## src/rtl/msc_pkg.sv

```systemverilog
package msc_pkg;
  localparam int CODE_W     = 12;
  localparam int FIELD_W    = 16;
  localparam int PAD_W      = FIELD_W - CODE_W;
  localparam int STEP_EXP_W = 3;
  localparam int IVL_EXP_W  = 4;
  localparam int IVL_CNT_W  = 1 << IVL_EXP_W;
  localparam int MASK_W     = 4;

  localparam logic [7:0] ADDR_HIGH   = 8'h10;
  localparam logic [7:0] ADDR_LOW    = 8'h11;
  localparam logic [7:0] ADDR_DIRECT = 8'h12;
  localparam logic [7:0] ADDR_RAMP   = 8'h13;
  localparam logic [7:0] ADDR_TRIG   = 8'h14;
  localparam logic [7:0] ADDR_OUT    = 8'h15;

  typedef enum logic [1:0] {
    TRG_OFF    = 2'b00,
    TRG_MARGIN = 2'b01,
    TRG_POWER  = 2'b10,
    TRG_RSVD   = 2'b11
  } trig_fn_e;

  typedef struct packed {
    logic [CODE_W-1:0]     hi_code;
    logic [CODE_W-1:0]     lo_code;
    logic [STEP_EXP_W-1:0] step_exp;
    logic [IVL_EXP_W-1:0]  ivl_exp;
    logic                  trig_en;
    logic                  ch_sel;
    trig_fn_e              trig_fn;
    logic                  out_on;
  } cfg_t;

  // Code field: upper CODE_W bits of the 16-bit data word
  function automatic logic [CODE_W-1:0] field_code(input logic [7:0] msb,
                                                   input logic [7:0] lsb);
    logic [FIELD_W-1:0] word;
    word = {msb, lsb};
    return word[FIELD_W-1:PAD_W];
  endfunction

  function automatic logic [CODE_W-1:0] step_size(input logic [STEP_EXP_W-1:0] e);
    return CODE_W'(1) << e;
  endfunction

  // Last tick count value of an interval of 2^e ticks
  function automatic logic [IVL_CNT_W-1:0] ivl_last(input logic [IVL_EXP_W-1:0] e);
    return (IVL_CNT_W'(1) << e) - IVL_CNT_W'(1);
  endfunction

  // One step toward tgt, trimmed so that it never passes tgt
  function automatic logic [CODE_W-1:0] step_toward(input logic [CODE_W-1:0] cur,
                                                    input logic [CODE_W-1:0] tgt,
                                                    input logic [CODE_W-1:0] stp);
    logic [CODE_W-1:0] gap;
    if (cur < tgt) begin
      gap = tgt - cur;
      return (gap <= stp) ? tgt : cur + stp;
    end else if (cur > tgt) begin
      gap = cur - tgt;
      return (gap <= stp) ? tgt : cur - stp;
    end
    return cur;
  endfunction
endpackage

```

## src/rtl/msc_regfile.sv

```systemverilog
module msc_regfile
  import msc_pkg::*;
#(
  parameter int CH_IDX = 0
) (
  input  logic              clk,
  input  logic              rst_n,
  input  logic              wr_en,
  input  logic [7:0]        wr_addr,
  input  logic [7:0]        wr_msb,
  input  logic [7:0]        wr_lsb,
  output cfg_t              cfg,
  output logic              direct_wr,
  output logic [CODE_W-1:0] direct_code
);
  logic [CODE_W-1:0] wr_code;

  assign wr_code     = field_code(wr_msb, wr_lsb);
  assign direct_wr   = wr_en && (wr_addr == ADDR_DIRECT);
  assign direct_code = wr_code;

  always_ff @(posedge clk) begin
    if (!rst_n) begin
      cfg <= '0;
    end else if (wr_en) begin
      case (wr_addr)
        ADDR_HIGH: cfg.hi_code <= wr_code;
        ADDR_LOW:  cfg.lo_code <= wr_code;
        ADDR_RAMP: begin
          cfg.step_exp <= wr_lsb[STEP_EXP_W-1:0];
          cfg.ivl_exp  <= wr_lsb[4 +: IVL_EXP_W];
        end
        ADDR_TRIG: begin
          cfg.trig_en <= wr_msb[7];
          cfg.ch_sel  <= wr_lsb[CH_IDX];
          cfg.trig_fn <= trig_fn_e'(wr_lsb[5:4]);
        end
        ADDR_OUT:  cfg.out_on <= wr_lsb[0];
        default: ;
      endcase
    end
  end
endmodule

```

## src/rtl/msc_trig_sync.sv

```systemverilog
module msc_trig_sync #(
  parameter int STAGES = 2
) (
  input  logic clk,
  input  logic rst_n,
  input  logic d,
  output logic q,
  output logic chg
);
  logic [STAGES-1:0] chain;
  logic              last;

  always_ff @(posedge clk) begin
    if (!rst_n) begin
      chain <= '0;
      last  <= 1'b0;
    end else begin
      chain <= {chain[STAGES-2:0], d};
      last  <= chain[STAGES-1];
    end
  end

  assign q   = chain[STAGES-1];
  assign chg = chain[STAGES-1] ^ last;
endmodule

```

## src/rtl/msc_slew_engine.sv

```systemverilog
module msc_slew_engine
  import msc_pkg::*;
(
  input  logic                 clk,
  input  logic                 rst_n,
  input  logic                 tick,
  input  logic                 track_start,
  input  logic                 track_allow,
  input  logic                 direct_wr,
  input  logic [CODE_W-1:0]    direct_code,
  input  logic [CODE_W-1:0]    target,
  input  logic [CODE_W-1:0]    step_sz,
  input  logic [IVL_CNT_W-1:0] ivl_end,
  output logic [CODE_W-1:0]    code,
  output logic                 tracking,
  output logic                 at_target,
  output logic                 step_fire
);
  logic [IVL_CNT_W-1:0] tick_cnt;
  logic                 interval_done;

  assign at_target     = (code == target);
  assign interval_done = tick && (tick_cnt == ivl_end);
  assign step_fire     = tracking && track_allow && !at_target && interval_done
                         && !track_start && !direct_wr;

  always_ff @(posedge clk) begin
    if (!rst_n) begin
      code     <= '0;
      tracking <= 1'b0;
      tick_cnt <= '0;
    end else if (direct_wr) begin
      code     <= direct_code;
      tracking <= 1'b0;
      tick_cnt <= '0;
    end else if (track_start) begin
      tracking <= 1'b1;
      tick_cnt <= '0;
    end else if (!tracking || !track_allow || at_target) begin
      tracking <= 1'b0;
      tick_cnt <= '0;
    end else if (tick) begin
      if (interval_done) begin
        code     <= step_toward(code, target, step_sz);
        tick_cnt <= '0;
      end else begin
        tick_cnt <= tick_cnt + 1'b1;
      end
    end
  end
endmodule

```

## src/rtl/margin_slew_ctrl.sv

```systemverilog
module margin_slew_ctrl
  import msc_pkg::*;
#(
  parameter int CH_IDX      = 0,
  parameter int SYNC_STAGES = 2
) (
  input  logic              clk,
  input  logic              rst_n,
  input  logic              wr_en,
  input  logic [7:0]        wr_addr,
  input  logic [7:0]        wr_msb,
  input  logic [7:0]        wr_lsb,
  input  logic              tick_us,
  input  logic              trig_in,
  output logic [CODE_W-1:0] code_out,
  output logic              out_en,
  output logic              busy
);
  cfg_t                 cfg;
  logic                 direct_wr;
  logic [CODE_W-1:0]    direct_code;
  logic                 trig_s;
  logic                 trig_chg;
  logic                 chan_sel;
  logic                 margin_mode;
  logic                 power_mode;
  logic                 track_start;
  logic [CODE_W-1:0]    target;
  logic [CODE_W-1:0]    step_sz;
  logic [IVL_CNT_W-1:0] ivl_end;
  logic                 tracking;
  logic                 at_target;
  logic                 step_fire;

  msc_regfile #(.CH_IDX(CH_IDX)) u_regs (
    .clk(clk), .rst_n(rst_n), .wr_en(wr_en), .wr_addr(wr_addr),
    .wr_msb(wr_msb), .wr_lsb(wr_lsb), .cfg(cfg),
    .direct_wr(direct_wr), .direct_code(direct_code)
  );

  msc_trig_sync #(.STAGES(SYNC_STAGES)) u_sync (
    .clk(clk), .rst_n(rst_n), .d(trig_in), .q(trig_s), .chg(trig_chg)
  );

  assign chan_sel    = cfg.trig_en && cfg.ch_sel;
  assign margin_mode = chan_sel && (cfg.trig_fn == TRG_MARGIN);
  assign power_mode  = chan_sel && (cfg.trig_fn == TRG_POWER);
  assign track_start = margin_mode && trig_chg;
  assign target      = trig_s ? cfg.hi_code : cfg.lo_code;
  assign step_sz     = step_size(cfg.step_exp);
  assign ivl_end     = ivl_last(cfg.ivl_exp);

  msc_slew_engine u_eng (
    .clk(clk), .rst_n(rst_n), .tick(tick_us), .track_start(track_start),
    .track_allow(margin_mode), .direct_wr(direct_wr), .direct_code(direct_code),
    .target(target), .step_sz(step_sz), .ivl_end(ivl_end),
    .code(code_out), .tracking(tracking), .at_target(at_target),
    .step_fire(step_fire)
  );

  assign busy   = tracking && !at_target;
  assign out_en = power_mode ? trig_s : cfg.out_on;
endmodule

```

## config.mk

```make
export PLATFORM = sky130hd
export DESIGN_NAME = margin_slew_ctrl
export DESIGN_NICKNAME = d
export VERILOG_FILES = /design/src/rtl/msc_pkg.sv /design/src/rtl/msc_regfile.sv /design/src/rtl/msc_trig_sync.sv /design/src/rtl/msc_slew_engine.sv /design/src/rtl/margin_slew_ctrl.sv
export SDC_FILE = /design/constraint.sdc
export NUM_CORES = 1
export LEC_CHECK = 0
export BUFFER_PORTS_ARGS = -buffer_cell sky130_fd_sc_hd__clkbuf_2
export CAP_MARGIN = 5
export CORE_ASPECT_RATIO = 0.6
export CORE_MARGIN = 2
export CORE_UTILIZATION = 60
export CTS_BUF_LIST = sky130_fd_sc_hd__clkbuf_4 sky130_fd_sc_hd__clkbuf_8
export DETAILED_ROUTE_END_ITERATION = 8
export GPL_TIMING_DRIVEN = 0
export HOLD_SLACK_MARGIN = 0.12
export PLACE_DENSITY = 0.87
export REMOVE_ABC_BUFFERS = 1
export SLEW_MARGIN = 10
export SYNTH_ARGS = -nofsm -noshare
export SYNTH_HDL_FRONTEND = slang
export SYNTH_SLANG_ARGS = --single-unit
export TNS_END_PERCENT = 5
```

## constraint.sdc

```tcl
create_clock -name clk -period 11.5 [get_ports clk]
set_input_delay 0.575 -clock clk [delete_from_list [all_inputs] [get_ports clk]]
set_output_delay 0.575 -clock clk [all_outputs]
set_load 0.01 [all_outputs]
```

Word-level counts from Yosys, hierarchy flattened

Cells that the tools add are included.

Flip-flop bits (word level): 68
Input port bits: 29
Output and inout port bits: 14
Logic and storage cells: 86

Add/subtract/negate cells: 6
Order comparisons: 4
Equality and inequality tests: 12
Shift operators: 2
Muxes and demuxes: 23
Bitwise gates (word level): 2
Reduce and logical (&&, ||, !) cells: 24

Operator list:

| cell                                                | count |
|---|---|
| 2-to-1 mux 12 bit                                   | 11 |
| == test 8 x 5 -> 1 bit (second input constant)      | 6 |
| subtractor 12 bit                                   | 3 |
| <= comparator 12 bit                                | 2 |
| adder 16 x 1 -> 16 bit (second input constant)      | 1 |
| == test 16 bit                                      | 1 |
| 2-to-1 mux 16 bit                                   | 1 |
| left shift 1 x 4 -> 16 bit (first input constant)   | 1 |
| subtractor 16 x 2 -> 16 bit (second input constant) | 1 |
| adder 12 bit                                        | 1 |
| == test 12 bit                                      | 1 |
| greater-than comparator 12 bit                      | 1 |
| less-than comparator 12 bit                         | 1 |
| left shift 1 x 3 -> 12 bit (first input constant)   | 1 |
| 2-to-1 mux 1 bit                                    | 11 |
| AND reduction 2 bit                                 | 5 |
| nonzero test 2 bit                                  | 4 |
| logical AND 1 bit                                   | 7 |
| AND reduction 5 bit                                 | 1 |
| != test 2 bit (second input constant)               | 2 |
| OR reduction 4 bit                                  | 1 |
| zero test 1 bit                                     | 3 |
| == test 2 x 1 -> 1 bit (second input constant)      | 1 |
| == test 2 bit (second input constant)               | 1 |
| 4 further kinds                                     | 5 |

Logic depth before layout (Yosys ltp)

Depth in word-level cells: 16
Mapped depth: 23
Mapped depth without buffers: 19

Cells and area by module

From an unflattened synthesis, not the netlist that was laid out.

Cell total of the unflattened synthesis: 799
Area, all modules: 6382.4 um2

Modules (own cells, without submodules):

| module           | times used | cells an instance | area an instance (um2) | seq. area each (um2) |
|---|---|---|---|---|
| msc_slew_engine  | 1          | 570               | 4271.6                 | 580.6 |
| msc_regfile      | 1          | 156               | 1517.7                 | 720.7 |
| margin_slew_ctrl | 1          | 66                | 504.2                  | 0.0 |
| msc_trig_sync    | 1          | 7                 | 88.8                   | 60.1 |

Least setup slack after synthesis

Ideal clock, no wire load.

Kind: register to register
Start: reg u_sync.chain[1]
End: reg u_eng.code[6]
Library setup time: 0.127 ns
Data arrival time: 4.330 ns
Required time: 11.373 ns
Slack: 7.043 ns
Cell stages (with the launch flop): 20
Buffers on the path: 3
Path through: dfxtp_1 -> clkbuf_1 -> buf_1 -> mux2_2 -> ha_1 -> buf_4 -> a21o_1 -> a21o_1 -> a221oi_2 -> o21bai_1 -> xnor2_1 -> ha_1 -> and4_1 -> a21oi_1 -> a31oi_1 -> a21oi_1 -> nand3_1 -> o21a_1 -> a2111oi_0 -> o21ai_1

Word-level cells in the longest chain between the ends: 12

Ends and longest elaborated chain:

| what                                                                       | line                                         | RTL |
|---|---|---|
| start, declared                                                            | msc_trig_sync.sv:10                          | `logic [STAGES-1:0] chain;` |
| start signal, assigned                                                     | msc_trig_sync.sv:18                          | `chain <= {chain[STAGES-2:0], d};` |
| 2-to-1 mux 12 bit                                                          | margin_slew_ctrl.sv:49                       | `assign target = trig_s ? cfg.hi_code : cfg.lo_code;` |
| subtractor 12 bit / greater-than comparator 12 bit (equally long branches) | msc_pkg.sv:61, msc_pkg.sv:60                 |  |
| <= comparator 12 bit / 2-to-1 mux 1 bit (equally long branches)            | msc_pkg.sv:62, msc_pkg.sv:60                 |  |
| 2-to-1 mux 12 bit / 2-to-1 mux 1 bit (equally long branches)               | msc_pkg.sv:62, msc_pkg.sv:57                 |  |
| 2-to-1 mux 12 bit / 2-to-1 mux 1 bit (equally long branches)               | msc_pkg.sv:60, msc_slew_engine.sv:43         |  |
| 2-to-1 mux 12 bit / 2-to-1 mux 1 bit (equally long branches)               | msc_pkg.sv:57, msc_slew_engine.sv:42         |  |
| 2-to-1 mux 12 bit / 2-to-1 mux 1 bit (equally long branches)               | msc_pkg.sv:64, msc_slew_engine.sv:39         |  |
| 2-to-1 mux 12 bit / 2-to-1 mux 1 bit (equally long branches)               | msc_slew_engine.sv:43, msc_slew_engine.sv:36 |  |
| 2-to-1 mux 12 bit / 2-to-1 mux 1 bit (equally long branches)               | msc_slew_engine.sv:42, msc_slew_engine.sv:32 |  |
| 2-to-1 mux 12 bit / 2-to-1 mux 1 bit (equally long branches)               | msc_slew_engine.sv:39, msc_slew_engine.sv:28 |  |
| 2-to-1 mux 12 bit / nonzero test 2 bit (equally long branches)             | -                                            |  |
| 2-to-1 mux 12 bit / AND reduction 5 bit (equally long branches)            | -                                            |  |
| end signal, assigned                                                       | msc_slew_engine.sv:33                        | `code <= direct_code;` |
| end signal, assigned                                                       | msc_slew_engine.sv:44                        | `code <= step_toward(code, target, step_sz);` |
| end, declared                                                              | msc_slew_engine.sv:14                        | `output logic [CODE_W-1:0] code,` |

Several ways; a longest one is shown, not always the timed one. The select of a mux whose other input is x is not followed.
A chain may end at the register's enable or synchronous reset.

Final worst setup path

Start: reg u_sync.chain[1]
End: reg u_eng.code[2]

Same word-level chain as after synthesis.

==> impl_metrics.json <==
{
  "outcome": "finished, final reports clean",
  "clockBufferDepth": 2,
  "fin_util_pct": 67.00,
  "p_comb_share_pct": 10.2,
  "rr_worst_depth": 19,
  "num-fill-cells": 847,
  "seqCellArea_sq_um": 1361,
  "fin_nets": 895,
  "die_w_microns": 136.2,
  "fin_skew_ns": 0.009694,
  "overflow": 0,
  "dpl_worst_slack_ns": 5.915,
  "cp-start-kind": "register",
  "holdCritStartpoint": "trig_in",
  "cts_setup_buffers": 0,
  "netlist_instances": 795,
  "ys_warn_count": 0,
  "core_area_sq_um": 10020,
  "hpwl_microns": 13920,
  "hold_viol": 0,
  "yosys.area.top_type": "dfxtp_1",
  "cts_hold_buf": 0,
  "seq_area_frac_synth_pct": 21.65,
  "via_per_inst": 6.423,
  "drive_gt1_share_pct": 11.34,
  "dieHeight_microns": 83.29,
  "crit_chain": "mux2i_1, inv_1, ha_1, nand3_1, a21oi_1, o31a_1, nor2_1, nor2_1, nor2_1, xnor2_1, ha_1, a21oi_1, o21ai_0, o22ai_1, nand4b_1, o21ai_1, nor3_1, a2111o_1, a21oi_1",
  "syn_avg_cell_area_sq_um": 7.909,
  "drv_slew": 0,
  "synthArstFlopShare_pct": 0,
  "area_delta_synth_final_pct": 6.766,
  "rsz0062_at_grt": "false",
  "grt_util_all_layers_pct": 31.68,
  "drt_wl_total_microns": 17970,
  "clock_power_share_pct": 42.5,
  "clkLatencyLatePin_ns": 0.37,
  "netlist_top_cells_count": "nor2_1 (73), dfxtp_1 (68), ha_1 (56)",
  "fin_ws_ns": 5.601,
  "cts-root-buf": "clkbuf_8",
  "post-route-drc-count": 0,
  "p_total_uw": 500.7,
  "first_pass_iters": 8,
  "arrival_ns": 6.20,
  "cts_buffers": 9,
  "fmax_mhz": 169.5,
  "dieArea_sq_um": 11340,
  "p_switching_uw": 141.2,
  "grt_pass1_wl_microns": 28550,
  "gp_congestion": 0.9609,
  "wl_per_cell_microns": 18.99,
  "period_share_pct": 51.30,
  "hold-path-endpoint": "u_sync.chain[0]",
  "io_pins": 43,
  "synth_top_area_share_pct": 21.65,
  "cts-resized-gates": 0,
  "synthMostInstantiatedCell": "nor2_1",
  "setup_tns_ns": 0,
  "drtIter0Drc": 744,
  "num_antenna_cells": 0,
  "grt_pass1_vias": 5699,
  "slew_headroom_pct": 24.38,
  "rrSetupSlack_ns": 5.60,
  "vdd_drop_max_uv": 63.02,
  "switching_share_pct": 28.20,
  "min_path_cells": 2,
  "cpPeakStageDelay_ns": 0.92,
  "cts_tree": "built",
  "h-tree-depth": 3,
  "internal_power_uw": 359.5,
  "syn_area_sq_um": 6287,
  "setup_viol": 0,
  "power_density_nw_per_um2": 74.59,
  "seq_power_share_pct": 47.4,
  "end_kind": "register",
  "num_rows": 28,
  "clkSlewWorstSetupHoldPaths_ns": 0.08,
  "critPathSlowestCell": "o21ai_1",
  "regToRegEndpoint": "u_eng.code[2]",
  "critPathMaxFanout": 15,
  "total_leakage_power_nw": 2.790,
  "initial_core_util_pct": 62.75,
  "antenna_found_initial": 0,
  "grt_max_degree": 54,
  "fin_crit_ns": 5.899,
  "maxCapViolations": 0,
  "netlist-cell-type-count": 84,
  "synth-edff-count": 0,
  "synth-main-ff-cell": "dfxtp_1",
  "ys_ff_latch": 68,
  "port-buffer-count": 41,
  "multi_input_comb_area_sq_um": 4541,
  "clkSinkCount": 68,
  "crit_type": "register to register",
  "hold_class": "input port to register",
  "ant_nets": 0,
  "tightest_slew_ns": 1.127,
  "crit_required_ns": 11.80,
  "r2r_start": "u_sync.chain[1]",
  "vias": 6076,
  "synthTopCellsByArea": "dfxtp_1 (22%), ha_1 (11%), mux2i_1 (7.5%), nor2b_1 (4.6%), nor2_1 (4.4%)"
}
cell type report:
class,count,share of cell area (%)
multi-input combinational,628,67.64
timing repair buffer,44,3.392
sequential,68,20.28
tap,135,2.516
clock buffer,9,1.845
inverter,55,3.075
clock inverter,7,1.249
placed cells by master (no fill, tap or decap), types with 7 or more instances in the layout:
master / instances
nor2_1: 73
dfxtp_1: 68
ha_1: 56
inv_1: 54
nand2_1: 54
a21oi_1: 49
mux2i_1: 47
nor2b_1: 46
clkbuf_2: 41
xnor2_1: 26
o21ai_0: 22
nor3_1: 20
xor2_1: 16
o31ai_1: 15
nand2b_1: 14
nand3_1: 14
a21o_1: 10
and3_1: 9
clkbuf_8: 9
o21bai_1: 8
mux2_2: 7
o21a_1: 7
and2_1: 7
kinds of logic (layout without fill, tap and decap cells):
| logic type | after synthesis | in the layout | share of synthesized area (%) |
|---|---|---|---|
| AND/OR/NAND/NOR | 287 | 287 | 23.96 |
| AO/OA/AOI/OAI | 183 | 183 | 20.66 |
| buffers and inverters | 99 | 115 | 6.368 |
| flip-flops | 68 | 68 | 21.65 |
| adder cells (fa/ha/maj) | 60 | 60 | 12.42 |
| multiplexers | 56 | 56 | 9.095 |
| XOR/XNOR | 42 | 42 | 5.851 |
power by group through the flow:
stage | Clock (mW) | Sequential (mW) | Combinational, mW
finish | 0.213 | 0.237 | 0.0509
global route | 0.226 | 0.237 | 0.0538
CTS | 0.215 | 0.237 | 0.0486
detailed placement | 0 | 0.243 | 0.0483
global placement | 0 | 0.243 | 0.0466
floorplan | 0 | 0.242 | 0.0285
critical path, delay by kind of cell (launching register included):
family	cells	cell delay [ns]
AO/OA/AOI/OAI	8	2.71
XOR/XNOR	1	0.13
adder cells (fa/ha/maj)	2	0.79
buffers and inverters	1	0.09
flip-flops	1	0.89
multiplexers	1	0.42
AND/OR/NAND/NOR	6	0.79
how the worst max path moves through the flow:
stage	to	cells past startpoint	slack (ns)	start
6_report	u_eng.code[2]	19	5.60	u_sync.chain[1]
5_1_grt	u_eng.code[6]	19	5.33	u_sync.chain[1]
4_1_cts	u_eng.code[2]	19	5.87	u_sync.chain[1]
3_5_place_dp	u_eng.code[2]	19	5.91	u_sync.chain[1]
3_3_place_gp	u_eng.code[2]	19	6.08	u_sync.chain[1]
2_1_floorplan	u_eng.code[6]	16	7.31	u_sync.chain[1]
routing by layer:
layer / wire length, microns / global-route usage [%]
met1: 8183 / 46.94
met2: 7526 / 46.64
met3: 1982 / 6.777
met4: 273 / 7.008
met5: 0 / 0
stage by stage:
step	instances	hold WS, ns	instance area, sq um
finish	946	0.4130	6713
global route	946	0.4249	6713
CTS	946	0.4090	6713
detailed placement	930	0.4296	6505
global placement	927	0.4141	6467
floorplan	751	0.4118	6093
state kept, by name (all words and copies together) (netlist names):
name and cells:
u_eng.tracking 1, u_eng.code 12, u_sync.chain 2, u_regs.cfg 36, u_sync.last 1, u_eng.tick_cnt 16
Power figures use the tool's default switching activity.
